===== src/rtl/adc_seq_pkg.sv =====
package adc_seq_pkg;
  localparam int CTRL_W = 8;
  localparam int CH_W   = 3;
  localparam int PD_W   = 2;
  localparam logic [PD_W-1:0] PD_EXT = 2'b11;

  typedef struct packed {
    logic [CH_W-1:0] sel;
    logic            single;
    logic            unipolar;
    logic [PD_W-1:0] pd;
  } adc_ctrl_t;
endpackage


===== src/rtl/adc_sclk_edge.sv =====
module adc_sclk_edge (
  input  logic clk,
  input  logic rst_ni,
  input  logic cs_ni,
  input  logic sclk_i,
  output logic rise_o,
  output logic fall_o
);
  logic sclk_q;

  always_ff @(posedge clk or negedge rst_ni) begin
    if (!rst_ni) sclk_q <= 1'b0;
    else         sclk_q <= sclk_i;
  end

  assign rise_o = !cs_ni &&  sclk_i && !sclk_q;
  assign fall_o = !cs_ni && !sclk_i &&  sclk_q;
endmodule


===== src/rtl/adc_ctrl_rx.sv =====
module adc_ctrl_rx
  import adc_seq_pkg::*;
#(
  parameter int TRACK_AT = 5
) (
  input  logic      clk,
  input  logic      rst_ni,
  input  logic      rise_i,
  input  logic      fall_i,
  input  logic      din_i,
  output logic      start_o,
  output logic      hold_o,
  output logic      track_o,
  output adc_ctrl_t byte_o,
  output adc_ctrl_t ctrl_o
);
  localparam int CNT_W = $clog2(CTRL_W + 1);
  localparam logic [CNT_W-1:0] FULL = CNT_W'(CTRL_W);
  localparam logic [CNT_W-1:0] TRK  = CNT_W'(TRACK_AT);

  logic [CNT_W-1:0]  cnt_q, cnt_d;
  logic [CTRL_W-1:0] sh_q, sh_d;
  logic              track_q, track_d;
  adc_ctrl_t         ctrl_q, ctrl_d;

  always_comb begin
    cnt_d   = cnt_q;
    sh_d    = sh_q;
    track_d = track_q;
    ctrl_d  = ctrl_q;
    start_o = 1'b0;
    hold_o  = 1'b0;
    if (rise_i) begin
      if (cnt_q == '0) begin
        if (din_i) begin
          start_o = 1'b1;
          sh_d    = {sh_q[CTRL_W-2:0], 1'b1};
          cnt_d   = CNT_W'(1);
        end
      end else if (cnt_q < FULL) begin
        sh_d  = {sh_q[CTRL_W-2:0], din_i};
        cnt_d = cnt_q + 1'b1;
      end
    end
    if (fall_i) begin
      if (cnt_q == TRK) track_d = 1'b1;
      if (cnt_q == FULL) begin
        track_d = 1'b0;
        hold_o  = 1'b1;
        cnt_d   = '0;
        ctrl_d  = adc_ctrl_t'(sh_q[CTRL_W-2:0]);
      end
    end
  end

  always_ff @(posedge clk or negedge rst_ni) begin
    if (!rst_ni) begin
      cnt_q   <= '0;
      sh_q    <= '0;
      track_q <= 1'b0;
      ctrl_q  <= '0;
    end else begin
      cnt_q   <= cnt_d;
      sh_q    <= sh_d;
      track_q <= track_d;
      ctrl_q  <= ctrl_d;
    end
  end

  assign track_o = track_q;
  assign ctrl_o  = ctrl_q;
  assign byte_o  = adc_ctrl_t'(sh_q[CTRL_W-2:0]);

  // tracking only happens in the late part of the control byte
  p_track_window_r4: assert property (@(posedge clk) disable iff (!rst_ni)
    track_q |-> (cnt_q >= TRK));
endmodule


===== src/rtl/adc_sar_core.sv =====
module adc_sar_core #(
  parameter int RES_W = 10,
  parameter int SUB_W = 2
) (
  input  logic                   clk,
  input  logic                   rst_ni,
  input  logic                   cs_ni,
  input  logic                   fall_i,
  input  logic                   start_i,
  input  logic                   hold_i,
  input  logic                   ext_i,
  input  logic                   unipolar_i,
  input  logic                   cmp_i,
  output logic                   dout_o,
  output logic                   strb_o,
  output logic [RES_W+SUB_W-1:0] dac_o
);
  localparam int CONV_W   = RES_W + SUB_W;
  localparam int STEP_W   = $clog2(CONV_W + 1);
  localparam int OVL_STEP = RES_W - 3;
  localparam logic [STEP_W-1:0] LAST = STEP_W'(CONV_W - 1);
  localparam logic [STEP_W-1:0] OVL  = STEP_W'(OVL_STEP);

  logic              active_q, active_d;
  logic [STEP_W-1:0] step_q, step_d;
  logic [CONV_W-1:0] code_q, code_d;
  logic              bip_q, bip_d;
  logic              dout_q, dout_d;
  logic              strb_q, strb_d;
  logic              early_start;

  assign early_start = start_i && active_q && (step_q < OVL);

  always_comb begin
    active_d = active_q;
    step_d   = step_q;
    code_d   = code_q;
    bip_d    = bip_q;
    dout_d   = dout_q;
    strb_d   = strb_q;
    if (cs_ni) strb_d = 1'b0;
    if (early_start) active_d = 1'b0;
    if (fall_i) begin
      strb_d = 1'b0;
      if (active_q) begin
        for (int i = 0; i < CONV_W; i++) begin
          if (i == CONV_W - 1 - int'(step_q)) code_d[i] = cmp_i;
          if (i == CONV_W - 2 - int'(step_q)) code_d[i] = 1'b1;
        end
        dout_d = (step_q == '0 && bip_q) ? !cmp_i : cmp_i;
        step_d = step_q + 1'b1;
        if (step_q == LAST) active_d = 1'b0;
      end else begin
        dout_d = 1'b0;
      end
      if (hold_i && ext_i) begin
        active_d = 1'b1;
        step_d   = '0;
        code_d   = '0;
        code_d[CONV_W-1] = 1'b1;
        bip_d    = !unipolar_i;
        strb_d   = 1'b1;
      end
    end
  end

  always_ff @(posedge clk or negedge rst_ni) begin
    if (!rst_ni) begin
      active_q <= 1'b0;
      step_q   <= '0;
      code_q   <= '0;
      bip_q    <= 1'b0;
      dout_q   <= 1'b0;
      strb_q   <= 1'b0;
    end else begin
      active_q <= active_d;
      step_q   <= step_d;
      code_q   <= code_d;
      bip_q    <= bip_d;
      dout_q   <= dout_d;
      strb_q   <= strb_d;
    end
  end

  assign dout_o = dout_q;
  assign strb_o = strb_q;
  assign dac_o  = code_q;

  p_strobe_one_period_r5: assert property (@(posedge clk) disable iff (!rst_ni)
    (fall_i && strb_q) |=> !strb_q);
  p_dout_on_fall_r6: assert property (@(posedge clk) disable iff (!rst_ni)
    !fall_i |=> $stable(dout_q));
  p_no_hold_while_busy_r10: assert property (@(posedge clk) disable iff (!rst_ni)
    hold_i |-> !active_q);
  p_late_start_keeps_r10: assert property (@(posedge clk) disable iff (!rst_ni)
    (start_i && active_q && !early_start && !fall_i) |=> active_q);
  p_strobe_low_cs_r9: assert property (@(posedge clk) disable iff (!rst_ni)
    cs_ni |=> !strb_q);
endmodule


===== src/rtl/adc_frame_seq.sv =====
module adc_frame_seq
  import adc_seq_pkg::*;
#(
  parameter int RES_W    = 10,
  parameter int SUB_W    = 2,
  parameter int TRACK_AT = 5
) (
  input  logic                   clk,
  input  logic                   rst_n,
  input  logic                   cs_n,
  input  logic                   sclk,
  input  logic                   din,
  input  logic                   cmp_in,
  output logic                   dout,
  output logic                   dout_oe,
  output logic                   strb,
  output logic                   strb_oe,
  output logic                   track,
  output logic [RES_W+SUB_W-1:0] dac_code,
  output logic [CH_W-1:0]        in_pos,
  output logic [CH_W-1:0]        in_neg,
  output logic                   neg_gnd,
  output logic                   bipolar,
  output logic [PD_W-1:0]        clk_mode
);
  logic      rst_meta, rst_sync;
  logic      oe_q;
  logic      rise, fall, start, hold;
  adc_ctrl_t byte_now, ctrl;

  always_ff @(posedge clk or negedge rst_n) begin
    if (!rst_n) begin
      rst_meta <= 1'b0;
      rst_sync <= 1'b0;
    end else begin
      rst_meta <= 1'b1;
      rst_sync <= rst_meta;
    end
  end

  always_ff @(posedge clk or negedge rst_sync) begin
    if (!rst_sync) oe_q <= 1'b0;
    else           oe_q <= !cs_n;
  end

  adc_sclk_edge u_edge (
    .clk(clk), .rst_ni(rst_sync), .cs_ni(cs_n), .sclk_i(sclk),
    .rise_o(rise), .fall_o(fall)
  );

  adc_ctrl_rx #(.TRACK_AT(TRACK_AT)) u_rx (
    .clk(clk), .rst_ni(rst_sync), .rise_i(rise), .fall_i(fall), .din_i(din),
    .start_o(start), .hold_o(hold), .track_o(track),
    .byte_o(byte_now), .ctrl_o(ctrl)
  );

  adc_sar_core #(.RES_W(RES_W), .SUB_W(SUB_W)) u_sar (
    .clk(clk), .rst_ni(rst_sync), .cs_ni(cs_n), .fall_i(fall),
    .start_i(start), .hold_i(hold), .ext_i(byte_now.pd == PD_EXT),
    .unipolar_i(byte_now.unipolar), .cmp_i(cmp_in),
    .dout_o(dout), .strb_o(strb), .dac_o(dac_code)
  );

  assign dout_oe  = oe_q;
  assign strb_oe  = oe_q;
  assign in_pos   = ctrl.sel;
  assign in_neg   = ctrl.single ? '0 : (ctrl.sel ^ CH_W'(1));
  assign neg_gnd  = ctrl.single;
  assign bipolar  = !ctrl.unipolar;
  assign clk_mode = ctrl.pd;
endmodule


===== config.mk =====
export PLATFORM = sky130hd
export DESIGN_NAME = adc_frame_seq
export DESIGN_NICKNAME = d
export VERILOG_FILES = /design/src/rtl/adc_seq_pkg.sv /design/src/rtl/adc_sclk_edge.sv /design/src/rtl/adc_ctrl_rx.sv /design/src/rtl/adc_sar_core.sv /design/src/rtl/adc_frame_seq.sv
export SDC_FILE = /design/constraint.sdc
export NUM_CORES = 1
export LEC_CHECK = 0
export ABC_AREA = 1
export BUFFER_PORTS_ARGS = -buffer_cell sky130_fd_sc_hd__buf_2
export CORE_MARGIN = 2
export CORE_UTILIZATION = 51
export DETAILED_ROUTE_END_ITERATION = 6
export PLACE_DENSITY = 0.72
export SLEW_MARGIN = 30
export SYNTH_ARGS = -nofsm -noshare
export SYNTH_HDL_FRONTEND = slang
export SYNTH_HIERARCHICAL = 1
export SYNTH_SLANG_ARGS = --single-unit

===== constraint.sdc =====
create_clock -name clk -period 3.91 [get_ports clk]
set_input_delay 0.391 -clock clk [delete_from_list [all_inputs] [get_ports clk]]
set_output_delay 0.391 -clock clk [all_outputs]
set_load 0.005 [all_outputs]

==> results.yml, run 1 <==
status:
  run_status: "finished, final reports clean"
worst_setup_path:
  worstRegToRegCells: 13
  critPathArrivalTime_ns: 3.03
  r2r-end: "u_sar/dac_o[11]"
  crit_type: "register to register"
  reg2reg_setup_slack_ns: 1.07
  worstPathRequired_ns: 4.10
  end_kind: "register"
  r2r_start: "u_rx/cnt_q[1]"
  cp_max_fo: 23
  start_kind: "register"
timing:
  grt_setup_unrepaired: "no"
  setup_viol: 0
  timing.slew.headroom_pct: 53.7
  setup-tns-final_ns: 0
  min_period_ns: 2.84
  skew_ns: 0.00277
  slew_violations: 0
  fin_crit_sh_pct: 72.6
  hold_viol: 0
  worst_pin_slew_ns: 0.693
  max_freq_mhz: 352
yosys:
  yosysSeqAreaShare_pct: 45.1
  ys_top_cells_by_count: "108 x nand2_1, 43 x dfrtp_1, 41 x inv_1, 32 x nor2_1, 23 x o21ai_0"
  netlist_instances: 327
  synth_seq_cells: 43
  syn_area_per_cell_um2: 7.30
  yosys.area.top_type: "dfrtp_1"
  netlist_top_cells_area: "dfrtp_1 45%, nand2_1 17%, inv_1 6.4%"
  synth_nets: 341
  syn_area_um2: 2390
  synth_edf_count: 0
  yosysMostFrequentCell: "nand2_1"
  synth_top_area_share_pct: 45.1
  synthFlopType: "dfrtp_1"
  yosys_warnings: 6
  ys_async_sr_fraction_pct: 100
  synth.lib_cells_used.distinct: 25
place:
  place.gp.congestion: 0.896
  portBuffers: 32
  dp_hpwl_um: 3360
  placedCellCount: 404
finish:
  seqCellArea_um2: 1080
  nFillCells: 413
  antenna-diode-count: 0
  multiInputGateArea_um2: 1080
  layoutNonFillerInstCount: 413
  drive_gt1_share_pct: 16.3
  final_nets: 374
  syn2layout_area_growth_pct: 12.6
floorplan:
  die_h_um: 72.4
  fp-row-count: 24
  core_area_um2: 4440
  fp.dieArea_um2: 5240
  ios: 33
  die_w_um: 72.4
  start_util_pct: 53.7
detailed_routing:
  routed.top_layer: "met4"
  drt_wl_total_um: 4690
  met2_length_um: 2250
  wl_met1_um: 2180
  via_per_inst: 4.98
  drt_iter0_drc: 148
  routed-wl-met3_um: 180
  wl_per_cell_um: 11.4
  firstDrtPassIters: 4
  vias: 2056
  drc_errors: 0
  antenna_left: 0
clock_network:
  postCtsResizedCells: 0
  htree_levels: 2
  insertion_delay_ns: 0.29
  cts-buffers-inserted: 5
  postCtsSetupBuffers: 0
  clock_sinks: 43
  hold_buffers: 1
  clk_pin_slew_ns: 0.08
  clk_path_buf_depth: 2
  cts-root-buf: "clkbuf_8"
  cts_tree: "built"
run:
  maxCapViolations: 0
worst_hold_path:
  hp-start: "sclk"
  hold_depth: 1
  holdPathEnd: "u_edge/sclk_q"
  hold_class: "primary input to register"
power_and_ir_drop:
  p_leak_nw: 1.52
  p_per_area_nw_per_um2: 432
  irDropWorstVdd_uv: 345
global_route:
  antenna_found_initial: 0
  grt_max_degree: 42
  grt_pass1_wl_um: 8190
  grt_pass1_vias: 1955
  grt_util_all_layers_pct: 19.5
  overflow: 0
per-stage QoR:
step           instance area (um^2)  power, mW  hold slack, ns  util (%)  setup WS (ns)
6_report                       2690       1.16           0.239      60.5           1.07
4_1_cts                        2690       1.18           0.227      60.5           1.12
2_1_floorplan                  2390      0.754          0.0954         -           2.07
5_1_grt                        2690       1.24           0.234      60.5          0.722
3_5_place_dp                   2560      0.827           0.178      57.7           1.01
3_3_place_gp                   2560      0.825           0.177      57.7           1.18
worst max-delay path by stage:
stage                  startpoint              end  slack (ns)  cells past startpoint
global placement             cs_n  u_sar/dac_o[11]        1.18                     13
finish              u_rx/cnt_q[1]  u_sar/dac_o[11]        1.07                     13
CTS                 u_rx/cnt_q[1]  u_sar/dac_o[11]        1.12                     13
detailed placement           cs_n  u_sar/dac_o[11]        1.01                     13
global route        u_rx/cnt_q[1]  u_sar/step_q[3]        0.72                     13
floorplan           u_rx/cnt_q[0]   u_sar/dac_o[8]        2.07                     14
cells by family (layout without fill, tap and decap cells):
family                   count (synthesis)  after routing  share of synthesized area [%]
buffers and inverters                   55             89                           9.80
AND/OR/NAND/NOR                        172            172                           29.7
adder cells (fa/ha/maj)                  8              8                           4.19
flip-flops                              43             43                           45.1
XOR/XNOR                                 1              1                          0.367
other                                    1              1                          0.157
AO/OA/AOI/OAI                           47             47                           10.7
cells in the final DEF (no fill, tap or decap), drive strengths merged, types with 2 or more instances in the layout:
master,synthesis,layout
a21oi,7,7
inv,47,47
nor3,3,3
o21ai,39,39
ha,8,8
nor2,34,34
nand3,22,22
clkinv,0,2
buf,6,33
clkbuf,2,5
nand2,112,112
dfrtp,43,43
layer usage:
layer  vias up  global-route usage, %
li1       1082                      -
met1       926                   23.6
met2        41                   33.4
met3         7                   5.00
met4         0                   7.41
met5         -                      0
area by class of cell:
class                   count  area share (%)
multi-input cells         229            40.1
repair buffers             34            6.61
flip-flops and latches     43            40.0
clock inverters             3            1.63
well taps                  52            2.42
clock buffers               5            2.56
inverters                  47            6.66
worst max-delay path, cell delays in order, from the launching register on:
cell and delay [ns]:
dfrtp_1 0.44, inv_1 0.10, ha_1 0.19, nand3_1 0.10, inv_2 0.07, nand2_2 0.16, inv_2 0.16, nand2_1 0.43
nor2_1 0.31, inv_1 0.15, nand2_2 0.25, inv_1 0.13, o21ai_0 0.16, nand2_1 0.07
flip-flops by register name, indices dropped and copies added (netlist names):
name,cells
u_sar/dac_o,12
u_rx/ctrl_o,7
u_rx/sh_q,7
u_rx/cnt_q,4
u_sar/step_q,4
dout_oe,1
rst_meta,1
rst_sync,1
u_edge/sclk_q,1
u_rx/track_o,1
u_sar/active_q,1
u_sar/bip_q,1
u_sar/dout_o,1
u_sar/strb_o,1
power breakdown:
group / switching (mW) / internal [mW]
Sequential: 0.0625 / 0.517
Clock: 0.153 / 0.190
Combinational: 0.146 / 0.0936
(Power assumes the default switching activity.)
==> inputs of run 2 (changes only) <==
- clock period: 3.91 -> 2.95 ns (I/O delays scaled with it)
==> results.yml, run 2 (synthesis gave the netlist of run 1 again) <==
detailed_routing:
  drt_iter0_drc: 92
  firstDrtPassIters: 4
  wl_per_cell_um: 11.5
  vias: 2043
  drt_wl_total_um: 4750
  antenna_left: 0
  drc_errors: 0
  via_per_inst: 4.93
floorplan:
  start_util_pct: 53.7
  fp-row-count: 24
  die_w_um: 72.4
  die_h_um: 72.4
  core_area_um2: 4440
  fp.dieArea_um2: 5240
  ios: 33
finish:
  syn2layout_area_growth_pct: 12.1
  antenna-diode-count: 0
  largest_reg_flops: 12
  design_area_um2: 2680
  final_common_cell: "nand2_1"
  final_nets: 375
  most-common-layout-cells: "108 x nand2_1, 42 x dfrtp_1, 41 x inv_1"
  drive_gt1_share_pct: 16.9
  layoutNonFillerInstCount: 414
timing:
  max_freq_mhz: 433
  grt_setup_unrepaired: "no"
  fin_crit_sh_pct: 78.2
  worst_pin_slew_ns: 0.576
  holdWs_ns: 0.127
  setup_viol: 0
  timing.slew.headroom_pct: 61.6
  setup-tns-final_ns: 0
  min_period_ns: 2.31
  hold_viol: 0
  skew_ns: 0.00453
  slew_violations: 0
global_route:
  grt_pass1_vias: 1960
  grt_max_degree: 26
  grt_pass1_wl_um: 8330
  grt_util_all_layers_pct: 20.3
  overflow: 0
  antenna_found_initial: 0
power_and_ir_drop:
  irDropWorstVdd_uv: 398
  power_mw: 1.48
  p_per_area_nw_per_um2: 551
  p_leak_nw: 1.50
clock_network:
  postCtsResizedCells: 0
  clk_pin_slew_ns: 0.09
  insertion_delay_ns: 0.30
  clk_path_buf_depth: 2
  cts_tree: "built"
  cts-buffers-inserted: 5
  cts-root-buf: "clkbuf_8"
  clock_sinks: 43
  htree_levels: 2
status:
  run_status: "finished, final reports clean"
worst_setup_path:
  critPathArrivalTime_ns: 2.50
  start_kind: "register"
  crit_type: "register to register"
  end_kind: "register"
  cp_max_fo: 15
  worstPathRequired_ns: 3.14
place:
  portBuffers: 32
  place_area_um2: 2570
  place.gp.congestion: 0.941
  dp_hpwl_um: 3530
  placedCellCount: 405
run:
  maxCapViolations: 0
worst_hold_path:
  hold_class: "primary input to register"
-- run 2: metrics by stage --
stage / worst slack (ns) / utilization (%)
after floorplan: 1.11 / -
after global placement: 0.799 / 57.9
after detailed placement: 0.659 / 57.9
after CTS: 0.656 / 60.2
after global routing: 0.411 / 60.2
final: 0.643 / 60.2
-- run 2: layer usage --
layer  wire [um]  vias up  global-route usage, %
li1            -     1077                      -
met1        2100      928                   23.8
met2        2440       32                   37.2
met3         152        6                   4.31
met4          56        0                   5.97
met5           0        -                      0
-- run 2: cell type report --
| cell class | count | area [um^2] |
|---|---|---|
| Tap cell | 52 | 65.1 |
| Inverter | 47 | 179 |
| Timing Repair Buffer | 35 | 185 |
| Clock inverter | 3 | 23.8 |
| Fill cell | 409 | 1770 |
| Multi-Input combinational cell | 229 | 1080 |
| Clock buffer | 5 | 68.8 |
| Sequential cell | 43 | 1080 |
-- run 2: power by group --
part	switching, mW	leakage, nW	internal (mW)
clock	0.217	0.0408	0.169
sequential	0.0876	0.551	0.685
combinational	0.192	0.911	0.126
-- run 2: worst paths after layout --
kind                              endpoint  depth (start not counted)          start  slack, ns
setup / recovery           u_sar/dac_o[11]                         13  u_rx/cnt_q[1]       0.64
hold / removal               u_edge/sclk_q                          1           sclk       0.13
setup reg to reg           u_sar/dac_o[11]                         13  u_rx/cnt_q[1]       0.64
hold reg to reg             u_sar/dac_o[8]                          0       rst_sync       0.27
max in group asynchronous    u_rx/cnt_q[0]                          1       rst_sync       2.05
min in group asynchronous   u_sar/dac_o[8]                          0       rst_sync       0.27
-- run 2: what timing repair did --
action | 4_1_cts | 5_1_grt
hold buffers | 1 | 0
hold endpoints to repair | 2 | 0
buffers inserted | 0 | 0
-- run 2: critical path, cell delays in order, from the launching register on --
cell and delay, ns:
dfrtp_1 0.43, inv_1 0.10, ha_1 0.20, nand3_1 0.10, inv_2 0.08, nand2_2 0.16
inv_2 0.16, nand2_1 0.08, nor2_1 0.12, inv_1 0.12, nand2_2 0.25, inv_1 0.14
o21ai_0 0.18, nand2_1 0.08
